[config.mk]
export PLATFORM = sky130hd
export DESIGN_NAME = clkcfg_smbus_slave
export DESIGN_NICKNAME = d
export VERILOG_FILES = /design/src/rtl/cfgs_pkg.sv /design/src/rtl/cfgs_line_sync.sv /design/src/rtl/cfgs_link.sv /design/src/rtl/cfgs_regbank.sv /design/src/rtl/clkcfg_smbus_slave.sv
export SDC_FILE = /design/constraint.sdc
export NUM_CORES = 1
export LEC_CHECK = 0
export BUFFER_PORTS_ARGS = -buffer_cell sky130_fd_sc_hd__buf_2
export CORE_MARGIN = 2
export CORE_UTILIZATION = 30
export CTS_CLUSTER_SIZE = 14
export DETAILED_ROUTE_END_ITERATION = 10
export PLACE_DENSITY_LB_ADDON = 0.1
export SLEW_MARGIN = 20
export SYNTH_ARGS = -nofsm -noshare
export SYNTH_HDL_FRONTEND = slang
export SYNTH_SLANG_ARGS = --single-unit
[constraint.sdc]
create_clock -name clk -period 5.2 [get_ports clk]
set_input_delay 0 -clock clk [delete_from_list [all_inputs] [get_ports clk]]
set_output_delay 0 -clock clk [all_outputs]
set_load 0.01 [all_outputs]
[src/rtl/cfgs_pkg.sv]
package cfgs_pkg;
    localparam int BYTE_W = 8;
    localparam logic [3:0] ID_NIBBLE = 4'b1001;

    typedef logic [BYTE_W-1:0] byte_t;

    typedef enum logic [2:0] {
        LK_IDLE,
        LK_ADDR,
        LK_ADDR_ACK,
        LK_WR_BYTE,
        LK_WR_ACK,
        LK_RD_BYTE,
        LK_RD_ACK
    } link_st_e;
endpackage

[src/rtl/cfgs_line_sync.sv]
module cfgs_line_sync #(
    parameter int STAGES = 2
) (
    input  logic clk,
    input  logic rst_n,
    input  logic scl_i,
    input  logic sda_i,
    output logic scl_s_o,
    output logic sda_s_o,
    output logic scl_rise_o,
    output logic scl_fall_o,
    output logic start_o,
    output logic stop_o
);
    typedef struct packed {
        logic [STAGES-1:0] scl_pipe;
        logic [STAGES-1:0] sda_pipe;
        logic              scl_prev;
        logic              sda_prev;
    } sync_t;

    sync_t sy_d, sy_q;

    always_comb begin
        sy_d = sy_q;
        sy_d.scl_pipe[0] = scl_i;
        sy_d.sda_pipe[0] = sda_i;
        for (int i = 1; i < STAGES; i++) begin
            sy_d.scl_pipe[i] = sy_q.scl_pipe[i-1];
            sy_d.sda_pipe[i] = sy_q.sda_pipe[i-1];
        end
        sy_d.scl_prev = sy_q.scl_pipe[STAGES-1];
        sy_d.sda_prev = sy_q.sda_pipe[STAGES-1];
    end

    always_ff @(posedge clk or negedge rst_n) begin
        if (!rst_n) sy_q <= '1;
        else        sy_q <= sy_d;
    end

    assign scl_s_o    = sy_q.scl_pipe[STAGES-1];
    assign sda_s_o    = sy_q.sda_pipe[STAGES-1];
    assign scl_rise_o = scl_s_o & ~sy_q.scl_prev;
    assign scl_fall_o = ~scl_s_o & sy_q.scl_prev;
    assign start_o    = scl_s_o & sy_q.scl_prev & sy_q.sda_prev & ~sda_s_o;
    assign stop_o     = scl_s_o & sy_q.scl_prev & ~sy_q.sda_prev & sda_s_o;
endmodule

[src/rtl/cfgs_link.sv]
module cfgs_link
    import cfgs_pkg::*;
#(
    parameter logic [6:0] SLAVE_ADDR = 7'h69,
    parameter int         BC_W       = 6,
    parameter int         RP_W       = 9
) (
    input  logic            clk,
    input  logic            rst_n,
    input  logic            scl_s_i,
    input  logic            sda_s_i,
    input  logic            scl_rise_i,
    input  logic            scl_fall_i,
    input  logic            start_i,
    input  logic            stop_i,
    input  byte_t           rd_data_i,
    output logic            sda_oe_o,
    output logic [RP_W-1:0] rd_ptr_o,
    output logic            wr_stb_o,
    output logic [BC_W-1:0] wr_idx_o,
    output byte_t           wr_data_o
);
    typedef struct packed {
        link_st_e        st;
        logic [3:0]      bit_cnt;
        byte_t           shreg;
        logic            rw;
        logic [BC_W-1:0] byte_cnt;
        logic [RP_W-1:0] rd_ptr;
        byte_t           tx;
        logic            oe;
        logic            macked;
        logic            wr_stb;
        byte_t           wr_data;
        logic [BC_W-1:0] wr_idx;
    } link_t;

    link_t lk_d, lk_q;

    always_comb begin
        lk_d = lk_q;
        lk_d.wr_stb = 1'b0;
        if (start_i) begin
            lk_d.st       = LK_ADDR;
            lk_d.bit_cnt  = '0;
            lk_d.oe       = 1'b0;
            lk_d.byte_cnt = '0;
            lk_d.rd_ptr   = '0;
        end else if (stop_i) begin
            lk_d.st = LK_IDLE;
            lk_d.oe = 1'b0;
        end else begin
            unique case (lk_q.st)
                LK_ADDR: begin
                    if (scl_rise_i) begin
                        lk_d.shreg   = {lk_q.shreg[6:0], sda_s_i};
                        lk_d.bit_cnt = lk_q.bit_cnt + 4'd1;
                    end else if (scl_fall_i && lk_q.bit_cnt == 4'd8) begin
                        if (lk_q.shreg[7:1] == SLAVE_ADDR) begin
                            lk_d.st = LK_ADDR_ACK;
                            lk_d.oe = 1'b1;
                            lk_d.rw = lk_q.shreg[0];
                        end else begin
                            lk_d.st = LK_IDLE;
                        end
                    end
                end
                LK_ADDR_ACK: begin
                    if (scl_fall_i) begin
                        lk_d.bit_cnt = '0;
                        if (lk_q.rw) begin
                            lk_d.st = LK_RD_BYTE;
                            lk_d.tx = rd_data_i;
                            lk_d.oe = ~rd_data_i[7];
                        end else begin
                            lk_d.st = LK_WR_BYTE;
                            lk_d.oe = 1'b0;
                        end
                    end
                end
                LK_WR_BYTE: begin
                    if (scl_rise_i) begin
                        lk_d.shreg   = {lk_q.shreg[6:0], sda_s_i};
                        lk_d.bit_cnt = lk_q.bit_cnt + 4'd1;
                    end else if (scl_fall_i && lk_q.bit_cnt == 4'd8) begin
                        lk_d.st = LK_WR_ACK;
                        lk_d.oe = 1'b1;
                        if (lk_q.byte_cnt >= BC_W'(2)) begin
                            lk_d.wr_stb  = 1'b1;
                            lk_d.wr_data = lk_q.shreg;
                            lk_d.wr_idx  = lk_q.byte_cnt - BC_W'(2);
                        end
                        if (lk_q.byte_cnt != '1) lk_d.byte_cnt = lk_q.byte_cnt + BC_W'(1);
                    end
                end
                LK_WR_ACK: begin
                    if (scl_fall_i) begin
                        lk_d.st      = LK_WR_BYTE;
                        lk_d.oe      = 1'b0;
                        lk_d.bit_cnt = '0;
                    end
                end
                LK_RD_BYTE: begin
                    if (scl_fall_i) begin
                        if (lk_q.bit_cnt == 4'd7) begin
                            lk_d.st = LK_RD_ACK;
                            lk_d.oe = 1'b0;
                        end else begin
                            lk_d.tx      = {lk_q.tx[6:0], 1'b0};
                            lk_d.oe      = ~lk_q.tx[6];
                            lk_d.bit_cnt = lk_q.bit_cnt + 4'd1;
                        end
                    end
                end
                LK_RD_ACK: begin
                    if (scl_rise_i) begin
                        lk_d.macked = ~sda_s_i;
                        if (!sda_s_i && lk_q.rd_ptr != '1) lk_d.rd_ptr = lk_q.rd_ptr + RP_W'(1);
                    end else if (scl_fall_i) begin
                        if (lk_q.macked) begin
                            lk_d.st      = LK_RD_BYTE;
                            lk_d.bit_cnt = '0;
                            lk_d.tx      = rd_data_i;
                            lk_d.oe      = ~rd_data_i[7];
                        end else begin
                            lk_d.st = LK_IDLE;
                        end
                    end
                end
                default: lk_d.st = LK_IDLE;
            endcase
        end
    end

    always_ff @(posedge clk or negedge rst_n) begin
        if (!rst_n) lk_q <= '{st: LK_IDLE, default: '0};
        else        lk_q <= lk_d;
    end

    assign sda_oe_o  = lk_q.oe;
    assign rd_ptr_o  = lk_q.rd_ptr;
    assign wr_stb_o  = lk_q.wr_stb;
    assign wr_idx_o  = lk_q.wr_idx;
    assign wr_data_o = lk_q.wr_data;

    AST_OE_SCL_LOW: assert property (@(posedge clk) disable iff (!rst_n)
        !$stable(sda_oe_o) |-> !scl_s_i);

    AST_NACK_RELEASE: assert property (@(posedge clk) disable iff (!rst_n)
        (lk_q.st == LK_RD_ACK && scl_fall_i && !lk_q.macked && !start_i && !stop_i)
        |=> (!sda_oe_o && lk_q.st == LK_IDLE));

    AST_WR_AFTER_ACK: assert property (@(posedge clk) disable iff (!rst_n)
        wr_stb_o |-> sda_oe_o);
endmodule

[src/rtl/cfgs_regbank.sv]
module cfgs_regbank
    import cfgs_pkg::*;
#(
    parameter int         NUM_REGS   = 21,
    parameter int         BC_W       = 6,
    parameter int         RP_W       = 9,
    parameter int         CNT_IDX    = 8,
    parameter int         ID_IDX     = 7,
    parameter int         PAIR_FIRST = 11,
    parameter int         NUM_PAIRS  = 2,
    parameter logic [3:0] REV        = 4'h1
) (
    input  logic                       clk,
    input  logic                       rst_n,
    input  logic                       wr_stb_i,
    input  logic [BC_W-1:0]            wr_idx_i,
    input  byte_t                      wr_data_i,
    input  logic                       start_i,
    input  logic                       stop_i,
    input  logic [RP_W-1:0]            rd_ptr_i,
    output byte_t                      rd_data_o,
    output logic [NUM_REGS*BYTE_W-1:0] regs_o
);
    localparam int PAIR_END = PAIR_FIRST + 2 * NUM_PAIRS;

    typedef struct packed {
        logic [NUM_REGS-1:0][BYTE_W-1:0]    regs;
        logic [2*NUM_PAIRS-1:0][BYTE_W-1:0] shadow;
        logic [2*NUM_PAIRS-1:0]             sh_vld;
    } bank_t;

    bank_t bk_d, bk_q;

    function automatic bank_t bank_reset();
        bank_t b;
        b = '0;
        for (int i = 0; i < NUM_REGS; i++) begin
            if (i == CNT_IDX)     b.regs[i] = 8'h08;
            else if (i == ID_IDX) b.regs[i] = {ID_NIBBLE, REV};
        end
        return b;
    endfunction

    always_comb begin
        int idx;
        bk_d = bk_q;
        idx  = int'(wr_idx_i);
        if (wr_stb_i && wr_idx_i < BC_W'(NUM_REGS)) begin
            if (idx >= PAIR_FIRST && idx < PAIR_END) begin
                bk_d.shadow[idx-PAIR_FIRST] = wr_data_i;
                bk_d.sh_vld[idx-PAIR_FIRST] = 1'b1;
            end else if (idx == CNT_IDX) begin
                if (wr_data_i != 8'h00) bk_d.regs[idx] = wr_data_i;
            end else if (idx != ID_IDX) begin
                bk_d.regs[idx] = wr_data_i;
            end
        end
        if (stop_i) begin
            for (int p = 0; p < NUM_PAIRS; p++) begin
                if (bk_q.sh_vld[2*p] && bk_q.sh_vld[2*p+1]) begin
                    bk_d.regs[PAIR_FIRST+2*p]   = bk_q.shadow[2*p];
                    bk_d.regs[PAIR_FIRST+2*p+1] = bk_q.shadow[2*p+1];
                end
            end
            bk_d.sh_vld = '0;
        end
        if (start_i) bk_d.sh_vld = '0;
    end

    always_ff @(posedge clk or negedge rst_n) begin
        if (!rst_n) bk_q <= bank_reset();
        else        bk_q <= bk_d;
    end

    always_comb begin
        logic [RP_W-1:0] pos;
        pos = rd_ptr_i - RP_W'(1);
        if (rd_ptr_i == '0) begin
            rd_data_o = bk_q.regs[CNT_IDX];
        end else if (pos < RP_W'(bk_q.regs[CNT_IDX]) && pos < RP_W'(NUM_REGS)) begin
            rd_data_o = bk_q.regs[int'(pos)];
        end else begin
            rd_data_o = 8'hFF;
        end
    end

    assign regs_o = bk_q.regs;

    AST_CNT_NONZERO: assert property (@(posedge clk) disable iff (!rst_n)
        bk_q.regs[CNT_IDX] != 8'h00);

    AST_PLAIN_NEEDS_WR: assert property (@(posedge clk) disable iff (!rst_n)
        !$stable(bk_q.regs[0]) |-> $past(wr_stb_i));

    for (genvar p = 0; p < NUM_PAIRS; p++) begin : g_pair_chk
        AST_PAIR_AT_STOP: assert property (@(posedge clk) disable iff (!rst_n)
            (!$stable(bk_q.regs[PAIR_FIRST+2*p]) || !$stable(bk_q.regs[PAIR_FIRST+2*p+1]))
            |-> $past(stop_i));
    end
endmodule

[src/rtl/clkcfg_smbus_slave.sv]
module clkcfg_smbus_slave
    import cfgs_pkg::*;
#(
    parameter logic [6:0] SLAVE_ADDR  = 7'h69,
    parameter int         NUM_REGS    = 21,
    parameter int         SYNC_STAGES = 2,
    parameter int         CNT_IDX     = 8,
    parameter int         ID_IDX      = 7,
    parameter int         PAIR_FIRST  = 11,
    parameter int         NUM_PAIRS   = 2,
    parameter logic [3:0] REV         = 4'h1
) (
    input  logic                       clk,
    input  logic                       rst_n,
    input  logic                       scl_i,
    input  logic                       sda_i,
    output logic                       sda_o,
    output logic                       sda_oe,
    output logic [NUM_REGS*BYTE_W-1:0] cfg_o
);
    localparam int BC_W = $clog2(NUM_REGS + 3) + 1;
    localparam int RP_W = BYTE_W + 1;

    logic            scl_s, sda_s, scl_rise, scl_fall, bus_start, bus_stop;
    logic            wr_stb;
    logic [BC_W-1:0] wr_idx;
    byte_t           wr_data, rd_data;
    logic [RP_W-1:0] rd_ptr;

    cfgs_line_sync #(.STAGES(SYNC_STAGES)) u_sync (
        .clk       (clk),
        .rst_n     (rst_n),
        .scl_i     (scl_i),
        .sda_i     (sda_i),
        .scl_s_o   (scl_s),
        .sda_s_o   (sda_s),
        .scl_rise_o(scl_rise),
        .scl_fall_o(scl_fall),
        .start_o   (bus_start),
        .stop_o    (bus_stop)
    );

    cfgs_link #(.SLAVE_ADDR(SLAVE_ADDR), .BC_W(BC_W), .RP_W(RP_W)) u_link (
        .clk       (clk),
        .rst_n     (rst_n),
        .scl_s_i   (scl_s),
        .sda_s_i   (sda_s),
        .scl_rise_i(scl_rise),
        .scl_fall_i(scl_fall),
        .start_i   (bus_start),
        .stop_i    (bus_stop),
        .rd_data_i (rd_data),
        .sda_oe_o  (sda_oe),
        .rd_ptr_o  (rd_ptr),
        .wr_stb_o  (wr_stb),
        .wr_idx_o  (wr_idx),
        .wr_data_o (wr_data)
    );

    cfgs_regbank #(
        .NUM_REGS  (NUM_REGS),
        .BC_W      (BC_W),
        .RP_W      (RP_W),
        .CNT_IDX   (CNT_IDX),
        .ID_IDX    (ID_IDX),
        .PAIR_FIRST(PAIR_FIRST),
        .NUM_PAIRS (NUM_PAIRS),
        .REV       (REV)
    ) u_bank (
        .clk      (clk),
        .rst_n    (rst_n),
        .wr_stb_i (wr_stb),
        .wr_idx_i (wr_idx),
        .wr_data_i(wr_data),
        .start_i  (bus_start),
        .stop_i   (bus_stop),
        .rd_ptr_i (rd_ptr),
        .rd_data_o(rd_data),
        .regs_o   (cfg_o)
    );

    assign sda_o = 1'b0;
endmodule

# --- Word level (Yosys, flattened, before mapping) ---
# Index checks and enable logic that the tools add are counted.
# Widths: inputs -> output; s select.
totals:
  n_memories: 0
  mem_bits_rw: 0
  elab_cells: 240
  mem_bits_ro: 0
  ff_bits: 266
  latchBits: 0
  inputBits: 4
classes:
  n_div: 0
  n_lt_le_gt_ge: 11
  bitwise: 18
  n_reduce_logical: 38
  n_eq_ne: 43
  n_mul: 0
  n_shift: 0
  n_mux: 82
  addsub: 6
op_table:
  columns: ["operator", "count"]
  rows:
  - ["$mux 168", 3]
  - ["$bwmux 168", 1]
  - ["$mux 156", 1]
  - ["$mux 120", 1]
  - ["$mux 15", 7]
  - ["$mux 36", 2]
  - ["$mux 9", 8]
  - ["$mux 8", 8]
  - ["$mux 7", 6]
  - ["$bmux 8 s5", 1]
  - ["$demux 8 s5", 1]
  - ["$ne 4x3->1 const B", 9]
  - ["$bwmux 32", 1]
  - ["$ge 32x1->1 const B", 1]
  - ["$lt 32x4->1 const B", 1]
  - ["$mux 16", 2]
  - ["$mux 32", 1]
  - ["$reduce_and 10->1", 3]
  - ["$mux 3", 8]
  - ["$mux 6", 4]
  - ["$pmux 8 s3", 1]
  - ["$pmux 4 s5", 1]
  - ["$pmux 3 s6", 1]
  - ["$demux 8 s2", 1]
  - ["53 further kinds", 125]

# --- Depth between registers and ports, before layout ---
depth:
  ltp_word: 12
  depth_mapped: 15
  ltp_nobuf: 13

# --- Modules after synthesis ---
# From an unflattened synthesis, not the netlist that was laid out.
unflattened:
  cells_unflattened: 1246
  area_unflattened_um2: 14343.8
by_module_without_submodules:
  columns: ["module", "cells_each", "area_per_inst_um2", "seq_area_each_um2", "n_inst"]
  rows:
  - ["cfgs_regbank", 914, 11016.8, 5109.9, 1]
  - ["cfgs_link", 320, 3125.5, 1376.3, 1]
  - ["cfgs_line_sync", 10, 190.2, 157.7, 1]
  - ["clkcfg_smbus_slave", 2, 11.3, 0.0, 1]

# --- Worst setup path after synthesis ---
# OpenSTA, ideal clock, no wires.
synth_timing:
  path_type: "register -> register"
  startpoint: "register u_link.lk_q (netlist bit u_link.rd_ptr_o[0])"
  endpoint: "register u_link.lk_q (netlist bit u_link.sda_oe_o)"
  arrival_time_ns: 3.543
  required_time_ns: 5.113
  path_slack_ns: 1.570
  setup_ns: 0.087
  stages_incl_launch_ff: 16
  cell_sequence: "dfrtp_1 -> buf_4 -> inv_1 -> clkbuf_1 -> ha_1 -> nor2b_1 -> nor2b_1 -> xnor2_1 -> inv_1 -> ha_1 -> a21oi_1 -> o21ai_0 -> o21bai_1 -> a221o_2 -> or4_1 -> o211ai_1"
synth_between:
  elab_chain_len: 12
  elab_cells_between_ends: 18
synth_lines:
  columns: ["item", "line", "source"]
  rows:
  - ["start, declared", "cfgs_link.sv:38", "link_t lk_d, lk_q;"]
  - ["start signal, assigned", "cfgs_link.sv:137", "else lk_q <= lk_d;"]
  - ["$sub 9x1->9", "cfgs_regbank.sv:77", "pos = rd_ptr_i - RP_W'(1);"]
  - ["$lt 9x8->1, or another cell as far along", "cfgs_regbank.sv:80", "end else if (pos < RP_W'(bk_q.regs[CNT_IDX]) && pos < RP_W'(NUM_REGS)) begin"]
  - ["$logic_and 1x1->1 / $mux 8 (equally long branches)", "cfgs_regbank.sv:80, cfgs_regbank.sv:81", null]
  - ["$mux 8", "cfgs_regbank.sv:80", null]
  - ["$mux 8 *", "cfgs_regbank.sv:78", "if (rd_ptr_i == '0) begin"]
  - ["$not 1->1 *", "cfgs_link.sv:74, cfgs_link.sv:124", null]
  - ["$mux 9", "cfgs_link.sv:120", "if (lk_q.macked) begin"]
  - ["$mux 9", "cfgs_link.sv:119", "end else if (scl_fall_i) begin"]
  - ["$mux 9", "cfgs_link.sv:116", "if (scl_rise_i) begin"]
  - ["$pmux 1 s6 *", "cfgs_link.sv:53", "unique case (lk_q.st)"]
  - ["$mux 1 *", "cfgs_link.sv:49", "end else if (stop_i) begin"]
  - ["$mux 1 *", "cfgs_link.sv:43", "if (start_i) begin"]
# Mark *: on every way between the ends. The rest lies on a longest branch, timed or not. The select of a mux whose other input is x is not followed.
# A chain may end at the register's enable or synchronous reset.

# --- Final worst setup path ---
# Ends and elaborated chain as after synthesis.

==> impl.org <==
** Route
- Initial DRT Pass Iterations :: 5
- The count of nets left with antenna violations once routing finished came out at 0.
- Via count of the routed design :: about 9500
- Avg WL per Cell :: 24.8 um
- The final layout contains routed wiring with a total length of 46300 um.
- Post-detailed-route DRC marker count :: 0
- Number of design-rule violations left by the first detailed-router iteration :: 590
- After detailed routing, the number of vias per cell comes to 5.11.

** Placed design
- Final GP Congestion :: 0.839
- The HPWL after detailed placement is about 32000 um.
- Port buffering added 172 buffers.

** Synth
- Syn nets :: 1271
- Mean area per synthesized cell :: about 11 um2
- Synthesis instantiated 81 different standard cells from the library.
- Most area-consuming cells after synthesis :: dfrtp_1, mux2_2, buf_4
- Synthesis produced 1250 cells.
- Synth Cell Area :: 14200 um2
- The share of synthesized area in the top cell type comes to 0.448.
- Of the synthesized area, sequential elements account for 0.466.
- Cell taking the most area after synthesis :: dfrtp_1
- Yosys reg bits :: roughly 270
- Yosys printed 0 warnings.
- Share of flip-flops with an asynchronous set or reset after synthesis :: 1.00
- The most used flip-flop cell after synthesis is dfrtp_1.
- Yosys mapped a number of flops with a built-in enable equal to 0.

** STA
- The worst path needs approximately 4000 ps of the cycle, external delays included.
- The number of max-slew violations in the final report is 0.
- Final-report setup violation count :: 0
- TNS Setup :: 0 ps
- Setup repair after global routing left no endpoint under its margin.
- Final setup skew :: between 10 and 15 ps
- In the finished design, the share of the clock period the worst path needs comes to 0.779.
- The number of hold violations in the final report came to 0.
- The worst pin sits at a relative slew slack of 0.257.
- Actual transition at the worst max-transition pin :: between 1000 and 1500 ps
- Upper clock frequency limit :: around 0.25 GHz

** Global routing
- The first global-routing pass estimated between 60000 and 70000 um of wire.
- Maximum number of pins on one net before global-route repair :: between 150 and 200
- For this run, global-route usage on met3 was measured as 0.0435.
- The number of antenna violations at the first check in global routing was 4.
- After global routing, the most crowded layer is met2.
- The number of global-route vias before repair came to around 9700.
- Global-route congestion overflow total :: 0
- Global-route usage over all layers :: 0.186
- In the global route stage, met2 resource usage came out at 0.286.
- Met1 track demand over resource in global routing :: 0.269

** Final layout
- The net count of the finished layout is ~1300.
- Area Growth Syn to Fin :: 8.96%
- In the final layout, the share of cells above drive strength 1 is 0.401.
- Ant diodes :: 0
- Measured on the finished design, the core utilization comes to 0.332.

** Worst setup path
- Among all stages on the critical path, the largest delay is contributed by dfrtp_4.
- CP cell instances :: inv_1 -> ha_1 -> nor2b_1 -> nor2b_1 -> xnor2_1 -> inv_1 -> ha_1 -> a21oi_1 -> o21ai_0 -> o21bai_1 -> a221o_2 -> or4_1 -> o211ai_1
- Peak fanout along the critical path :: 27
- At the worst endpoint, the required time is approximately 5700 ps.
- Measured in cells, the most critical reg-to-reg path has a length of 13.
- On the worst path, the slowest cell contributes a delay of ~630 ps.
- By startpoint and endpoint, the worst setup path is classified as reg -> reg.
- The worst setup path is launched from a flop.
- At the worst endpoint, the arrival time is between 4000 and 5000 ps.
- STA classifies the critical path endpoint as a flop.

** Floorplan
- Die Footprint :: 49300 um2
- Measured along the x axis, the die boundary spans between 200 and 250 um.
- Number of placed I/O pins :: around 170
- Number of placement rows :: approximately 80
- The initial utilization of the core area, before any placement, comes to 0.305.
- The core region is 46800 um2.
- Measured along the y axis, the die boundary spans ~220 um.

** Clock tree
- H-tree levels :: 1
- After clock tree synthesis, the clock-pin slew on the worst setup and hold paths is around 60 ps.
- CTS saw around 270 sinks.
- TritonCTS built the clock tree.
- Buffers inserted by post-CTS timing repair :: 0
- Worst skew pair latency :: 590 ps
- Maximum buffer depth of the clock tree :: 3
- CTS placed an instance of clkbuf_16 at the clock tree root.
- In this run, CTS created clock tree buffers numbering 31.

** Status
- The flow ran to the end, and the final reports show no timing, DRC or antenna violations.

** Pwr
- The analysis attributes to cell leakage a power of around 7.6 nW.
- The worst-case IR drop observed on VDD is 0.257 mV.
- For this design the ratio of total power to cell area is roughly 340 nW/um2.

** Job
- Across the run, the number of max-cap violations was 0.

** Min path
- The worst hold path belongs to the class in -> async.
metal layers:
layer,share of wire,vias up
li1,-,4277
met1,0.48,4946
met2,0.44,254
met3,0.059,50
met4,0.018,0
met5,0,-
power by group:
group	switching, mW	internal [mW]
Clock	0.900	1.27
Sequential	0.0449	2.08
Combinational	0.640	0.307
Total	1.58	3.66
per-stage QoR:
| step | std cells | area, um2 | setup slack (ps) | hold WS (ps) | power (mW) |
|---|---|---|---|---|---|
| finish | 1863 | 15500 | 1150 | 33.6 | 5.24 |
| global route | 1863 | 15500 | 843 | 52.1 | 5.48 |
| floorplan | 1250 | 14200 | 1570 | -296 | 2.78 |
| detailed placement | 1803 | 14500 | 1160 | -9.23 | 3.11 |
| global placement | 1803 | 14500 | 1270 | -9.73 | 3.11 |
| CTS | 1863 | 15500 | 1130 | 39.8 | 5.33 |
worst max-delay path, delay by kind of cell (launching register included):
kind,cells,cell delay (ps)
AO/OA/AOI/OAI,5,990
XOR/XNOR,1,420
adder cells (fa/ha/maj),2,710
buffers and inverters,2,280
flip-flops,1,630
AND/OR/NAND/NOR,3,920
what timing repair did:
item,in CTS,in global routing
gates resized for setup,0,0
hold endpoints to repair,61,0
hold buffers,4,0
area by class of cell:
type                            count  area [um2]
Fill cell                        4792       31200
Clock inverter                      4        85.1
Sequential cell                   265        6650
Tap cell                          607         759
Inverter                           23        86.3
Clock buffer                       52         905
Timing Repair Buffer              198        1110
Multi-Input combinational cell    714        5940
placed cells by master (no fill, tap or decap), types with 9 or more instances in the layout:
cell type / netlist / final
inv_1: 22 / 22
dfstp_2: 10 / 10
o221ai_1: 11 / 11
mux2_2: 222 / 222
dfrtp_1: 255 / 254
nand2_1: 72 / 72
mux2i_1: 24 / 24
clkbuf_1: 49 / 16
o21ai_0: 43 / 43
clkbuf_16: 0 / 31
and3_1: 13 / 13
nor2_1: 47 / 47
ha_1: 17 / 16
mux4_2: 11 / 11
buf_4: 174 / 21
a31oi_1: 9 / 9
nor3_1: 26 / 26
buf_2: 22 / 171
a21oi_1: 43 / 43
nand3_1: 16 / 16
logic make-up after synthesis:
| logic type | synth area share |
|---|---|
| muxes | 0.213 |
| AOI/OAI and AO/OA | 0.0865 |
| adders and majority gates | 0.0149 |
| xor gates and xnor gates | 0.0117 |
| DFF | 0.466 |
| buffers and inverters | 0.119 |
| other | 0.000263 |
| and+or+nand+nor | 0.0879 |
path summary, 6_finish.rpt:
check	endpoint	slack [ps]	from
min in group clk	u_sync.sy_d[3]	60	sda_i
min	u_bank.regs_o[146]	30	rst_n
min reg2reg	u_sync.sda_s_o	360	u_sync.sy_d[3]
max reg2reg	u_link.sda_oe_o	1150	u_link.rd_ptr_o[0]
max in group asynchronous	u_bank.regs_o[52]	4320	rst_n
max	u_link.sda_oe_o	1150	u_link.rd_ptr_o[0]
Yosys cell counts (5+ instances only):
cell type	count
and3_1	13
ha_1	17
o221ai_1	11
mux2_2	222
o211ai_1	7
a21boi_0	6
nand3_1	16
mux4_2	11
a2111o_1	5
xor2_1	6
nor2_1	47
dfstp_2	10
nor3b_1	6
mux2i_1	24
inv_1	22
buf_4	174
buf_2	22
nand2b_1	6
nor3_1	26
nand2_1	72
clkbuf_1	49
a21oi_1	43
a211oi_1	5
dfrtp_1	255
o22ai_1	5
o21ai_0	43
or3_1	5
nor2b_1	6
and2_1	5
a31oi_1	9
a311oi_1	7
xnor2_1	8
No activity file was read; power rests on OpenSTA's default activity.
